**src/rtl/ecc_chk_pkg.sv**
```systemverilog
package ecc_chk_pkg;

  typedef enum logic [1:0] {
    ECC_ST_CLEAN    = 2'd0,
    ECC_ST_FIXABLE  = 2'd1,
    ECC_ST_CODE_ERR = 2'd2,
    ECC_ST_MULTI    = 2'd3
  } ecc_status_e;

endpackage

```
**src/rtl/ecc_pair_classify.sv**
```systemverilog
module ecc_pair_classify
  import ecc_chk_pkg::*;
#(
  parameter int ADDR_W = 12,
  localparam int ECC_W = 2 * ADDR_W
) (
  input  logic [ECC_W-1:0] syn_i,
  output ecc_status_e      class_o
);

  logic [ADDR_W-1:0] pair_split;
  logic              all_split;
  logic              any_set;
  logic              lone_bit;

  // one flag per odd/even pair: set when exactly one of the two is 1
  for (genvar gi = 0; gi < ADDR_W; gi++) begin : g_pair
    assign pair_split[gi] = syn_i[2*gi+1] ^ syn_i[2*gi];
  end

  always_comb begin
    all_split = &pair_split;
    any_set   = |syn_i;
    lone_bit  = any_set && ((syn_i & (syn_i - ECC_W'(1))) == '0);
  end

  always_comb begin
    if (!any_set) begin
      class_o = ECC_ST_CLEAN;
    end else if (all_split) begin
      class_o = ECC_ST_FIXABLE;
    end else if (lone_bit) begin
      class_o = ECC_ST_CODE_ERR;
    end else begin
      class_o = ECC_ST_MULTI;
    end
  end

endmodule

```
**config.mk**
```make
export PLATFORM = sky130hd
export DESIGN_NAME = ecc_pair_classify
export DESIGN_NICKNAME = d
export VERILOG_FILES = /design/src/rtl/ecc_chk_pkg.sv /design/src/rtl/ecc_pair_classify.sv
export SDC_FILE = /design/constraint.sdc
export NUM_CORES = 1
export LEC_CHECK = 0
export ABC_AREA = 1
export BUFFER_PORTS_ARGS = -buffer_cell sky130_fd_sc_hd__buf_4
export CAP_MARGIN = 40
export CORE_ASPECT_RATIO = 1.25
export CORE_MARGIN = 2
export CORE_UTILIZATION = 45
export DETAILED_ROUTE_END_ITERATION = 10
export PLACE_DENSITY = 0.69
export SYNTH_ARGS = -nofsm -noshare
export SYNTH_HDL_FRONTEND = slang
export SYNTH_SLANG_ARGS = --single-unit
```
**constraint.sdc**
```tcl
create_clock -name vclk -period 3.5
set_input_delay 0.525 -clock vclk [all_inputs]
set_output_delay 0.525 -clock vclk [all_outputs]
set_load 0.1 [all_outputs]
```
==> results.cfg <==
[pwr]
pwr-share-clk_pct = 0
switching_share_pct = 56.88
power.total_w = 0.0001088
seqPwrFrac_pct = 0
power.density_nw_per_um2 = 82.67
pwr-share-comb_pct = 100.0
p_leak_nw = 0.7862
p_int_w = 0.00004693
ir_drop_v = 0.00004646
p_switching_w = 0.00006189

[synth]
synth.yosys.seq_area_share_pct = 0
ys_warn_count = 0
syn_nets = 261
synthDistinctLibCells = 18
synthMostInstantiatedCell = nand2_1
syn-cell-area_um2 = 1080
synth_area_leaders = nand2_1 (26%), ha_1 (25%), inv_1 (16%), nor2_1 (11%), nand3_1 (5.6%)
synth_top_area_share_pct = 26.42
synth_common_cells = nand2_1 (76), inv_1 (47), nor2_1 (32)
synthesis.instances = 215
avgSynthCellArea_um2 = 5.022
yosysTopAreaCell = nand2_1

[placed_design]
dpl.hpwl_mm = 2.744
place_congestion = 0.9716
dp.cells = 272
port_buffers = 26

[floorplanning]
pin_count = 26
die_h_um = 58.77
coreArea_um2 = 2235
std_cell_rows = 19
start_util_pct = 48.32
dieArea_um2 = 2810
dieWidth_um = 47.82

[timing]
fin_crit_ps = 2686
post-route-period-util_pct = 76.73
hold_viol_final = 0
maxSlewViolCount = 0
timing.final.setup_violations = 0
finalSetupTns_ps = 0
slew_headroom_pct = 81.60
worstMarginPinSlew_ps = 278.3
max_freq_mhz = 372.3
rsz0062_at_grt = false

[grt]
grt_pass1_wl_mm = 4.830
grt_max_degree = 6
grt_pass1_vias = 1169
grt_use_total_pct = 23.19
grt_overflow = 0
antenna_found_initial = 0

[routing]
dr.pass1.iters = 4
drc = 0
drtIter0Drc = 27
wl_per_cell_um = 11.13
finalWirelength_mm = 3.027
dr_total_vias = 1310
ant_nets = 0
vias_per_cell = 4.816

[worst_setup_path]
crit_fanout = 4
worstSetupStartpointType = input port
crit_path_frequent_cell = nand2_1
arrival_ps = 2160
cp_slowest_stage_delay_ps = 220
worstSetupPathType = input port to output pin
worstSetupEndpointType = output pin
required_ps = 2970
crit_chain = buf_4, inv_1, ha_1, inv_1, nand2_1, nand2_1, nand2_1, nand2_1, a21oi_1, nand2_1, nor2_1, nand3_1, nor2_1, nor2_2, buf_4
cpMaxStageDelayCell = buf_4

[finish]
finish.utilization_pct = 58.90
clkbuf_count = 0
fin_cells = 272
syn_to_final_growth_pct = 21.90
seqCellArea_um2 = 0
antenna_cells = 0
layout.nets = 289
design.seq.count = 0
drive_gt1_share_pct = 14.94

[cts]
postCtsSetupBuffers = 0
cts_hold_buffers = 0
ctsResizeCount = 0

[min_path]
hp-class = input port to output pin

[run_status]
outcome = complete, no violations

[flow_run]
cap_violations = 0
## worst max-delay path, delay by kind of cell
| family | cells | cell delay (ps) |
|---|---|---|
| buffers and inverters | 4 | 520 |
| AO/OA/AOI/OAI | 1 | 170 |
| AND/OR/NAND/NOR | 9 | 750 |
| adder cells (fa/ha/maj) | 1 | 180 |
## area by class of cell
type	instances	area (µm²)
Fill cell	271	918.4
Multi-Input combinational cell	168	905.9
Timing Repair Buffer	26	195.2
Inverter	47	176.4
Tap cell	31	38.79
## metrics by stage
step                      setup slack (ps)  hold WS [ps]  cell area [µm²]
after floorplan                      380.7          1535             1082
after global placement               800.3          1733             1316
after detailed placement             796.2          1750             1316
after CTS                            795.7          1752             1316
after global routing                 599.2          1809             1316
final                                814.3          1767             1316
## cell families after synthesis
family                   after synthesis  synth area share [%]
adder cells (fa/ha/maj)               22                 25.49
AND/OR/NAND/NOR                      133                 51.22
buffers and inverters                 47                 16.34
AO/OA/AOI/OAI                         13                 6.953
## power by group through the flow
stage	logic [W]	registers (W)	clock network (W)
after global routing	0.000125	0	0
after detailed placement	0.000108	0	0
after floorplan	0.0000624	0	0
final	0.000109	0	0
after global placement	0.000107	0	0
after CTS	0.000109	0	0
## cell usage in the layout (no fill, tap or decap)
master,n
nor3_1,1
o21ai_0,6
buf_4,26
nand2_2,3
a21boi_0,1
inv_1,47
nand2_1,76
nand3b_1,2
nand3_1,12
nor2_1,31
o31ai_1,1
and2_1,1
o21ai_2,1
nand4_1,1
a21oi_1,3
ha_1,22
nor2_4,1
a31oi_1,1
nor2_2,5
## per-layer routing
layer,routed length (µm),vias to the layer above,global-route usage (%)
met4,0,0,0
met2,1620,32,45.33
li1,-,700,-
met3,85,0,0
met5,0,-,0
met1,1322,578,28.70
## worst paths after layout
check	startpoint	end	slack, ps	cells past startpoint
hold / removal	syn_i[22]	class_o[0]	1770	8
setup / recovery	syn_i[0]	class_o[0]	810	15
Power figures use the tool's default switching activity.
